--- config.mk ---
export PLATFORM = sky130hd
export DESIGN_NAME = calendarAdvance
export DESIGN_NICKNAME = d
export VERILOG_FILES = /design/src/rtl/calendarPkg.sv /design/src/rtl/calendarCtrl.sv /design/src/rtl/calendarPath.sv /design/src/rtl/calendarAdvance.sv
export SDC_FILE = /design/constraint.sdc
export NUM_CORES = 1
export LEC_CHECK = 0
export BUFFER_PORTS_ARGS = -buffer_cell sky130_fd_sc_hd__buf_2
export CORE_MARGIN = 2
export CORE_UTILIZATION = 45
export CTS_CLUSTER_SIZE = 20
export DETAILED_ROUTE_END_ITERATION = 12
export PLACE_DENSITY = 0.68
export SKIP_CTS_REPAIR_TIMING = 1
export SYNTH_ARGS = -nofsm -noshare
export SYNTH_HDL_FRONTEND = slang
export SYNTH_HIERARCHICAL = 1
export SYNTH_SLANG_ARGS = --single-unit
--- constraint.sdc ---
create_clock -name clk -period 1.44 [get_ports clk]
set_input_delay 0.216 -clock clk [delete_from_list [all_inputs] [get_ports clk]]
set_output_delay 0.216 -clock clk [all_outputs]
set_load 0.05 [all_outputs]
--- src/rtl/calendarPkg.sv ---
package calendarPkg;
  localparam int NIBBLE_W = 4;
  localparam int BYTE_W   = 2 * NIBBLE_W;
  localparam int PM_BIT   = BYTE_W - 1;

  typedef logic [BYTE_W-1:0] byteT;

  localparam byteT RADIX       = 8'd10;
  localparam byteT SEC_LIMIT   = 8'd60;
  localparam byteT MIN_LIMIT   = 8'd60;
  localparam byteT HOUR_LIMIT  = 8'd24;
  localparam byteT HALF_DAY    = 8'd12;
  localparam byteT WEEK_LEN    = 8'd7;
  localparam byteT MONTH_COUNT = 8'd12;
  localparam byteT YEAR_LIMIT  = 8'd100;

  // strobes from control to datapath
  typedef struct packed {
    logic load;
    logic minStep;
    logic hourStep;
    logic dayStep;
    logic monStep;
    logic yearStep;
    logic centStep;
  } stepT;

  // wrap conditions from datapath to control
  typedef struct packed {
    logic secWrap;
    logic minWrap;
    logic hourWrap;
    logic monthEnd;
    logic monWrap;
    logic yearWrap;
  } wrapT;

  function automatic byteT incVal(byteT v, logic bcd);
    logic [NIBBLE_W:0] lo, hi;
    byteT r;
    if (bcd) begin
      lo = {1'b0, v[NIBBLE_W-1:0]} + 5'd1;
      hi = {1'b0, v[BYTE_W-1:NIBBLE_W]};
      if (lo >= 5'd10) begin
        lo = lo - 5'd10;
        hi = hi + 5'd1;
      end
      if (hi >= 5'd10) hi = hi - 5'd10;
      r = {hi[NIBBLE_W-1:0], lo[NIBBLE_W-1:0]};
    end else begin
      r = v + 8'd1;
    end
    return r;
  endfunction

  function automatic logic bcdCarry(byteT v);
    logic [NIBBLE_W:0] lo, hi;
    lo = {1'b0, v[NIBBLE_W-1:0]} + 5'd1;
    hi = {1'b0, v[BYTE_W-1:NIBBLE_W]};
    if (lo >= 5'd10) hi = hi + 5'd1;
    return hi >= 5'd10;
  endfunction

  function automatic byteT decode(byteT v, logic bcd);
    byteT hiPart, loPart;
    hiPart = byteT'(v[BYTE_W-1:NIBBLE_W]);
    loPart = byteT'(v[NIBBLE_W-1:0]);
    return bcd ? (hiPart * RADIX + loPart) : v;
  endfunction

  function automatic byteT encode(byteT v, logic bcd);
    byteT tens, ones;
    tens = v / RADIX;
    ones = v % RADIX;
    return bcd ? {tens[NIBBLE_W-1:0], ones[NIBBLE_W-1:0]} : v;
  endfunction

  function automatic byteT monthLen(byteT m, logic bcd);
    logic ok;
    byteT mb, d;
    ok = !bcd || ((m[NIBBLE_W-1:0] < 4'd10) && (m[BYTE_W-1:NIBBLE_W] < 4'd10));
    mb = decode(m, bcd);
    if (!ok) d = 8'd30;
    else begin
      case (mb)
        8'd1, 8'd3, 8'd5, 8'd7, 8'd8, 8'd10, 8'd12: d = 8'd31;
        8'd4, 8'd6, 8'd9, 8'd11:                    d = 8'd30;
        8'd2:                                       d = 8'd28;
        default:                                    d = 8'd30;
      endcase
    end
    return encode(d, bcd);
  endfunction
endpackage

--- src/rtl/calendarCtrl.sv ---
module calendarCtrl
  import calendarPkg::*;
(
  input  logic clk,
  input  logic rstN,
  input  logic tickIn,
  input  wrapT wrap,
  output stepT step,
  output logic updPulse
);
  // ripple of carries through the calendar fields
  always_comb begin
    step.load     = tickIn;
    step.minStep  = tickIn & wrap.secWrap;
    step.hourStep = step.minStep & wrap.minWrap;
    step.dayStep  = step.hourStep & wrap.hourWrap;
    step.monStep  = step.dayStep & wrap.monthEnd;
    step.yearStep = step.monStep & wrap.monWrap;
    step.centStep = step.yearStep & wrap.yearWrap;
  end

  always_ff @(posedge clk or negedge rstN) begin
    if (!rstN) updPulse <= 1'b0;
    else       updPulse <= tickIn;
  end
endmodule

--- src/rtl/calendarPath.sv ---
module calendarPath
  import calendarPkg::*;
(
  input  logic clk,
  input  logic rstN,
  input  stepT step,
  input  logic bcd,
  input  logic h24,
  input  byteT secIn,
  input  byteT minIn,
  input  byteT hourIn,
  input  byteT wdayIn,
  input  byteT mdayIn,
  input  byteT monIn,
  input  byteT yearIn,
  input  byteT centIn,
  output wrapT wrap,
  output byteT secOut,
  output byteT minOut,
  output byteT hourOut,
  output byteT wdayOut,
  output byteT mdayOut,
  output byteT monOut,
  output byteT yearOut,
  output byteT centOut
);
  byteT secInc, minInc, hourInc, mdayInc, monInc, yearInc, centInc;
  byteT hourBase, hour24, hourNext24, hourBin, hourNext, wdayNext;
  logic pmIn;
  logic [BYTE_W:0] wdaySum;

  always_comb begin
    secInc = incVal(secIn, bcd);
    minInc = incVal(minIn, bcd);
    wrap.secWrap = (secInc == encode(SEC_LIMIT, bcd));
    wrap.minWrap = (minInc == encode(MIN_LIMIT, bcd));

    // hour: bring to 24-hour form, step, return to the selected form
    pmIn     = !h24 && hourIn[PM_BIT];
    hourBase = {1'b0, hourIn[PM_BIT-1:0]};
    hour24   = pmIn ? encode(decode(hourBase, bcd) + HALF_DAY, bcd) : hourIn;
    hourInc  = incVal(hour24, bcd);
    wrap.hourWrap = (hourInc == encode(HOUR_LIMIT, bcd));
    hourNext24 = wrap.hourWrap ? '0 : hourInc;
    hourBin    = decode(hourNext24, bcd);
    if (h24 || hourBin < HALF_DAY) hourNext = hourNext24;
    else begin
      hourNext = encode(hourBin - HALF_DAY, bcd);
      hourNext[PM_BIT] = 1'b1;
    end

    wdaySum  = {1'b0, wdayIn} + 9'd1;
    wdayNext = byteT'(wdaySum % {1'b0, WEEK_LEN});

    mdayInc = incVal(mdayIn, bcd);
    wrap.monthEnd = (mdayIn == monthLen(monIn, bcd));
    monInc  = incVal(monIn, bcd);
    wrap.monWrap = (monInc == encode(MONTH_COUNT + 8'd1, bcd));
    yearInc = incVal(yearIn, bcd);
    wrap.yearWrap = bcd ? bcdCarry(yearIn) : (yearInc == YEAR_LIMIT);
    centInc = incVal(centIn, bcd);
  end

  always_ff @(posedge clk or negedge rstN) begin
    if (!rstN) begin
      secOut  <= '0;
      minOut  <= '0;
      hourOut <= '0;
      wdayOut <= '0;
      mdayOut <= '0;
      monOut  <= '0;
      yearOut <= '0;
      centOut <= '0;
    end else if (step.load) begin
      secOut  <= wrap.secWrap ? '0 : secInc;
      minOut  <= step.minStep ? (wrap.minWrap ? '0 : minInc) : minIn;
      hourOut <= step.hourStep ? hourNext : hourIn;
      wdayOut <= step.dayStep ? wdayNext : wdayIn;
      mdayOut <= step.dayStep ? (wrap.monthEnd ? 8'd1 : mdayInc) : mdayIn;
      monOut  <= step.monStep ? (wrap.monWrap ? 8'd1 : monInc) : monIn;
      yearOut <= step.yearStep ? (wrap.yearWrap ? '0 : yearInc) : yearIn;
      centOut <= step.centStep ? centInc : centIn;
    end
  end
endmodule

--- src/rtl/calendarAdvance.sv ---
module calendarAdvance
  import calendarPkg::*;
(
  input  logic       clk,
  input  logic       rstN,
  input  logic       tickIn,
  input  logic       bcdMode,
  input  logic       hour24Mode,
  input  logic [7:0] secIn,
  input  logic [7:0] minIn,
  input  logic [7:0] hourIn,
  input  logic [7:0] wdayIn,
  input  logic [7:0] mdayIn,
  input  logic [7:0] monIn,
  input  logic [7:0] yearIn,
  input  logic [7:0] centIn,
  output logic [7:0] secOut,
  output logic [7:0] minOut,
  output logic [7:0] hourOut,
  output logic [7:0] wdayOut,
  output logic [7:0] mdayOut,
  output logic [7:0] monOut,
  output logic [7:0] yearOut,
  output logic [7:0] centOut,
  output logic       updPulse
);
  stepT step;
  wrapT wrap;

  calendarCtrl u_ctrl (
    .clk(clk), .rstN(rstN), .tickIn(tickIn), .wrap(wrap),
    .step(step), .updPulse(updPulse)
  );

  calendarPath u_path (
    .clk(clk), .rstN(rstN), .step(step), .bcd(bcdMode), .h24(hour24Mode),
    .secIn(secIn), .minIn(minIn), .hourIn(hourIn), .wdayIn(wdayIn),
    .mdayIn(mdayIn), .monIn(monIn), .yearIn(yearIn), .centIn(centIn),
    .wrap(wrap),
    .secOut(secOut), .minOut(minOut), .hourOut(hourOut), .wdayOut(wdayOut),
    .mdayOut(mdayOut), .monOut(monOut), .yearOut(yearOut), .centOut(centOut)
  );
endmodule

==> results of run 1 <==
flip-flops by register name (all words and copies together), names as in the netlist:
| name | flops |
|---|---|
| u_path/secOut | 8 |
| u_path/monOut | 8 |
| u_path/wdayOut | 8 |
| u_path/minOut | 8 |
| u_path/hourOut | 8 |
| u_path/yearOut | 8 |
| u_ctrl/updPulse | 1 |
| u_path/centOut | 8 |
| u_path/mdayOut | 8 |
power by group through the flow:
stage / Clock, mW / Combinational, mW / Sequential (mW)
4_1_cts: 2.38 / 22.1 / 2.14
6_report: 2.34 / 24.6 / 2.14
2_1_floorplan: 0 / 12.8 / 2.85
3_3_place_gp: 0 / 21.4 / 2.17
5_1_grt: 2.46 / 26.4 / 2.17
3_5_place_dp: 0 / 22.0 / 2.17
cell usage after synthesis (8+ instances only):
library cell    n
a211o_1         8
a211oi_1       15
a21o_1         12
a21oi_1       110
a31oi_1        37
and2_1         16
and3_1         30
buf_1          13
clkbuf_1       62
dfrtp_1        65
ha_1           72
inv_1          73
mux2_2         21
mux2i_1        35
nand2_1       131
nand2b_1       24
nand3_1        60
nand3b_1       10
nand4_1        22
nor2_1        140
nor2b_1        24
nor3_1         35
nor3b_1         8
nor4_1         11
o2111ai_1       8
o211ai_1       18
o21a_1         12
o21ai_0        77
o21ai_1         8
o21bai_1        8
o22ai_1        15
o31ai_1         9
or3_1          16
xnor2_1        63
xor2_1         34
final timing paths:
check / startpoint / endpoint / slack (ns) / cells after the start
max: hourIn[4] / u_path/hourOut[2] / -9.62 / 59
min: secIn[0] / u_path/secOut[0] / 0.17 / 3
max reg2reg: u_path/hourOut[2] / u_path/hourOut[2] / 0.31 / 3
min reg2reg: u_path/minOut[2] / u_path/minOut[2] / 0.49 / 1
max in group asynchronous: rstN / u_path/minOut[1] / 0.59 / 3
min in group asynchronous: rstN / u_path/wdayOut[4] / 0.37 / 2
metal layers:
layer | vias up | GRT usage [%] | part of all wire, %
met5 | - | 0 | 0.044
met4 | 2 | 6.54 | 2.0
met3 | 80 | 3.34 | 4.3
met2 | 408 | 49.0 | 50
met1 | 6577 | 35.2 | 43
li1 | 6513 | - | -
per-stage QoR:
stage / area, um2 / std cells
2_1_floorplan: 11300 / 1465
3_3_place_gp: 15400 / 2303
3_5_place_dp: 15400 / 2303
4_1_cts: 15800 / 2319
5_1_grt: 17000 / 2358
6_report: 17000 / 2358
worst register-to-register path, stage by stage (launching register included):
cell and delay [ns]:
dfrtp_1 0.37, mux2i_1 0.28, nor3_1 0.09, a211o_1 0.27
cells by family after synthesis:
family | count (synthesis) | synth area share, %
AND/OR/NAND/NOR | 568 | 27.1
AO/OA/AOI/OAI | 430 | 27.4
adder cells (fa/ha/maj) | 79 | 9.60
buffers and inverters | 164 | 6.11
XOR/XNOR | 100 | 8.54
multiplexers | 59 | 5.90
flip-flops | 65 | 15.3
layout make-up:
class	instances	area (um2)	area share [%]
inverter	77	297	1.75
clock inverter	6	66.3	0.391
clock buffer	10	239	1.41
timing repair buffer	644	4710	27.7
tap	319	399	2.35
multi-input combinational	1237	9630	56.8
sequential	65	1630	9.59
==> metrics.txt, run 1 <==
initial antenna violation count=1; static leakage=around 7.6 nW; routed vias=13600; register area share after synthesis=15.3%; ys flop type=dfrtp_1; Worst Skew=0 ns; switching power total=13.5 mW; core area=0.0233 mm2; final worst slack=-9.62 ns; first-pass GRT wire length=about 57 mm; mapped cell area=0.0106 mm2; Sequential Power Share=7.4%; gr usage total=roughly 28%; Pwr Total=a little under 30 mW; maximum vdd ir drop=3.07 mV; syn_area_per_cell=7.27 um2; Diodes inserted=0; failing checks=negative setup slack; grt ovf=0; Hold/Removal Path Class=in -> reg; height of the die=158 um; Root Driver=clkbuf_16; status=complete, but fails checks; clock sinks=65; HPWL after detailed placement=28.2 mm; slowest stage cell, crit path=o211ai_1; Hold Vio Cnt, Final=0; maxcap violations=0; CP startpoint kind=primary input; crit-path max FO=7; Critical Path AT=11.34 ns; CTS tree=built; hold_ws=between 0.15 and 0.2 ns; cell taking the most area after synthesis=dfrtp_1; Worst-path clk slew=roughly 0.06 ns; clock latency on the worst-skew pair=between 0.3 and 0.4 ns; Setup-failing EPs final=63; Final ANT Viol Nets=0; DR iter-0 viols=approximately 920; Synth area leaders=dfrtp_1 15%, ha_1 8.5%, xnor2_1 5.2%, a21oi_1 5.2%, nor2_1 4.9%; Port Buffers=approximately 130; RSZ-0062 raised after global routing=true; clock period minus worst slack=about 11 ns; most frequent cells in the layout=492 x buf_4, 129 x nor2_1, 124 x buf_2, 123 x nand2_1, 102 x a21oi_1; combinational power share=84.6%; Post-Route WL=between 30 and 40 mm; final period utilization=768%; Syn-to-layout area delta=59.3%; CP most frequent cell=ha_4; Yosys top cell area share=around 15%; maximum number of pins on one net before global-route repair=45; Power Internal=15.6 mW; clock share of power=8.0%; Crit path max-delay family=simple AND/OR/NAND/NOR gates; Via density=about 5.8; setup TNS=-338.01 ns; I/O Pins=134; final core occ=72.7%; cts bufs inserted=9; Worst Path Class, Setup=in -> reg; Die Area=roughly 0.025 mm2; Distinct cells, synth=109; Place WS=-10.27 ns; switching share of power=46.5%; site row count=56; wire length per cell=16.5 um; Slew @ Worst Pin=approximately 0.56 ns; Synth Net Count=1611; Buf+Inv Stages, Crit Path=6; H-tree Lvls=3; Placer Congestion=0.936; EDFF count, synth=0; max_slew headroom=62.6%; Starting Density=45.6%; Post-Syn Instances=roughly 1500; DRC=0; DIE WIDTH=approximately 160 um; Async SR Flop Fraction=100%; fraction of layout cells with a size suffix above 1=43.6%; max incr delay on CP=0.45 ns; Nets=between 2000 and 2500; First-pass DRT Iterations=7; commonest non-fill, non-tap cell in the layout=buf_4; CP required=1.72 ns; pwr/cell area=1720 mW/mm2; Synthesis Warnings=6; Longest Clk Path Bufs=2; CP endpoint kind=flop; FMAX=90.4 MHz; vias in the first global route=12200; FILL cells=1796; Synth Register Bits=65; Slew Limit Fails=0
No activity file was read; power rests on OpenSTA's default activity.
==> run 2: changes to the inputs <==
Settings changed: CORE_ASPECT_RATIO set to 0.9.
==> run 2 against run 1 <==
- clock-buffer cell count stayed put
- critical path depth is 3 higher
- flip-flop and latch count stayed put
- first-iteration DRC count is 8.1% lower
- sequential share of layout area hardly changed
- worst setup slack worse by 0.40 ns
- the flow still finishes with violations (negative setup slack)
- global-route usage is 0.52 points higher
- critical endpoint is now u_path/hourOut[3]
==> metrics.txt, run 2 (synthesis results as in run 1) <==
status=complete, but fails checks (unchanged); failing checks=negative setup slack (unchanged); height of the die=150 um (was 158 um); gr usage total=28.0% (was 27.5%); wire length per cell=17.2 um (was 16.5 um); DRC=0 (unchanged); crit-path max FO=6 (was 7); site row count=53 (was 56); Hold Vio Cnt, Final=0 (unchanged); cts bufs inserted=9 (unchanged); Die Area=0.0249 mm2 (about the same); Setup-failing EPs final=63 (unchanged); Final ANT Viol Nets=0 (unchanged); Critical Path AT=11.73 ns (was 11.34 ns); Worst Skew=0 ns (unchanged); CP required=1.71 ns (was 1.72 ns); max incr delay on CP=0.45 ns (about the same); H-tree Lvls=3 (unchanged); final core occ=73.1% (was 72.7%); Port Buffers=133 (unchanged); Syn-to-layout area delta=59.7% (was 59.3%); Nets=2178 (was 2180); grt ovf=0 (unchanged); FILL cells=1718 (was 1796); R2R Path Start=u_path/hourOut[2] (unchanged); Pwr Total=28.8 mW (was 29.1 mW); placed instance count=2277 (was 2303); setup TNS=-357.89 ns (was -338.01 ns); Longest Clk Path Bufs=2 (unchanged); Hold/Removal Path Class=in -> reg (unchanged); fraction of layout cells with a size suffix above 1=44.4% (was 43.6%); HPWL after detailed placement=28.7 mm (was 28.2 mm); CP startpoint kind=primary input (unchanged); first-pass GRT wire length=58.8 mm (was 56.8 mm); CP endpoint kind=flop (unchanged); static leakage=7.70 nW (was 7.63 nW); most frequent cells in the layout=476 x buf_4, 131 x nor2_1, 127 x buf_2, 121 x nand2_1, 94 x a21oi_1 (was 492 x buf_4, 129 x nor2_1, 124 x buf_2, 123 x nand2_1, 102 x a21oi_1); First-pass DRT Iterations=5 (was 7); maxcap violations=0 (unchanged); routed vias=13600 (about the same); Via density=5.80 (was 5.76); max_slew headroom=62.8% (was 62.6%); Root Driver=clkbuf_16 (unchanged); FMAX=87.2 MHz (was 90.4 MHz); I/O Pins=134 (unchanged); Worst-path clk slew=0.06 ns (about the same); Slew Limit Fails=0 (unchanged); pwr/cell area=1700 mW/mm2 (was 1720 mW/mm2); fin cells=2341 (was 2358); initial antenna violation count=2 (was 1); vias in the first global route=12300 (was 12200); Slew @ Worst Pin=0.558 ns (was 0.557 ns); DR iter-0 viols=841 (was 915); CP most frequent cell=ha_4 (unchanged); Placer Congestion=0.967 (was 0.936); DIE WIDTH=166 um (was 158 um); final period utilization=796% (was 768%); maximum number of pins on one net before global-route repair=96 (was 45); clock latency on the worst-skew pair=0.35 ns (was 0.34 ns); RSZ-0062 raised after global routing=true (unchanged); maximum vdd ir drop=3.40 mV (was 3.07 mV); Hold Crit Start=secIn[0] (unchanged); Worst Path Class, Setup=in -> reg (unchanged); slowest stage cell, crit path=fa_2 (was o211ai_1); CP startpoint=hourIn[6] (was hourIn[4]); final worst slack=-10.02 ns (was -9.62 ns); clock sinks=65 (unchanged); core area=0.0233 mm2 (about the same); Starting Density=45.8% (was 45.6%); clock period minus worst slack=11.46 ns (was 11.06 ns); commonest non-fill, non-tap cell in the layout=buf_4 (unchanged); CTS tree=built (unchanged); Post-Route WL=40.4 mm (was 38.9 mm)
-- run 2: cell count changes in the layout (fill, tap and decap cells not counted), sizes merged --
cell,change
buf,-5
inv,-1
and2,+1
diode,+2
clkbuf,+2
clkinvlp,+3
clkinv,-2
-- run 2: worst paths after layout --
kind	end	depth (start not counted)	slack, ns
worst max-delay path	u_path/hourOut[3]	62	-10.02
worst min-delay path	u_path/secOut[0]	2	0.08
worst max register to register	u_path/hourOut[2]	3	0.25
worst min register to register	u_path/minOut[2]	1	0.48
max in group asynchronous	u_path/yearOut[2]	3	0.77
min in group asynchronous	u_path/yearOut[7]	3	0.38
-- run 2: final cells by class --
cell class | count | area, um2 | share of cell area [%]
well taps | 302 | 378 | 2.22
multi-input cells | 1238 | 9610 | 56.5
repair buffers | 641 | 4780 | 28.1
diodes | 2 | 5.00 | 0.0294
clock buffers | 10 | 239 | 1.40
flip-flops and latches | 65 | 1630 | 9.56
inverters | 77 | 299 | 1.76
clock inverters | 6 | 66.3 | 0.390
-- run 2: per-stage QoR --
stage                     hold WS, ns  worst slack [ns]  area [um2]
final                          0.0772            -10.02       17000
after global routing           0.0705            -10.73       17000
after CTS                      -0.166             -9.98       15700
after detailed placement        0.206            -10.32       15400
after global placement          0.200             -9.95       15400
after floorplan               -0.0796            -10.03       11300
-- run 2: report_power, final --
group	switching, mW	internal (mW)
Combinational	12.8	11.6
Sequential	0.115	2.03
Clock	0.941	1.39
Total	13.9	15.0
-- run 2: critical path, delay by kind of cell --
family / cells / cell delay (ns)
compound gates: 19 / 4.05
fa+ha+maj: 11 / 2.58
simple gates: 15 / 2.45
xor+xnor: 7 / 1.05
buf+inv: 9 / 1.04
mux: 1 / 0.29
-- run 2: metal layers --
layer	global-route usage (%)	vias to the layer above	wire length (um)
li1	-	6516	-
met1	37.4	6433	17300
met2	47.1	543	19400
met3	4.31	83	2640
met4	8.26	0	970
met5	0	-	0
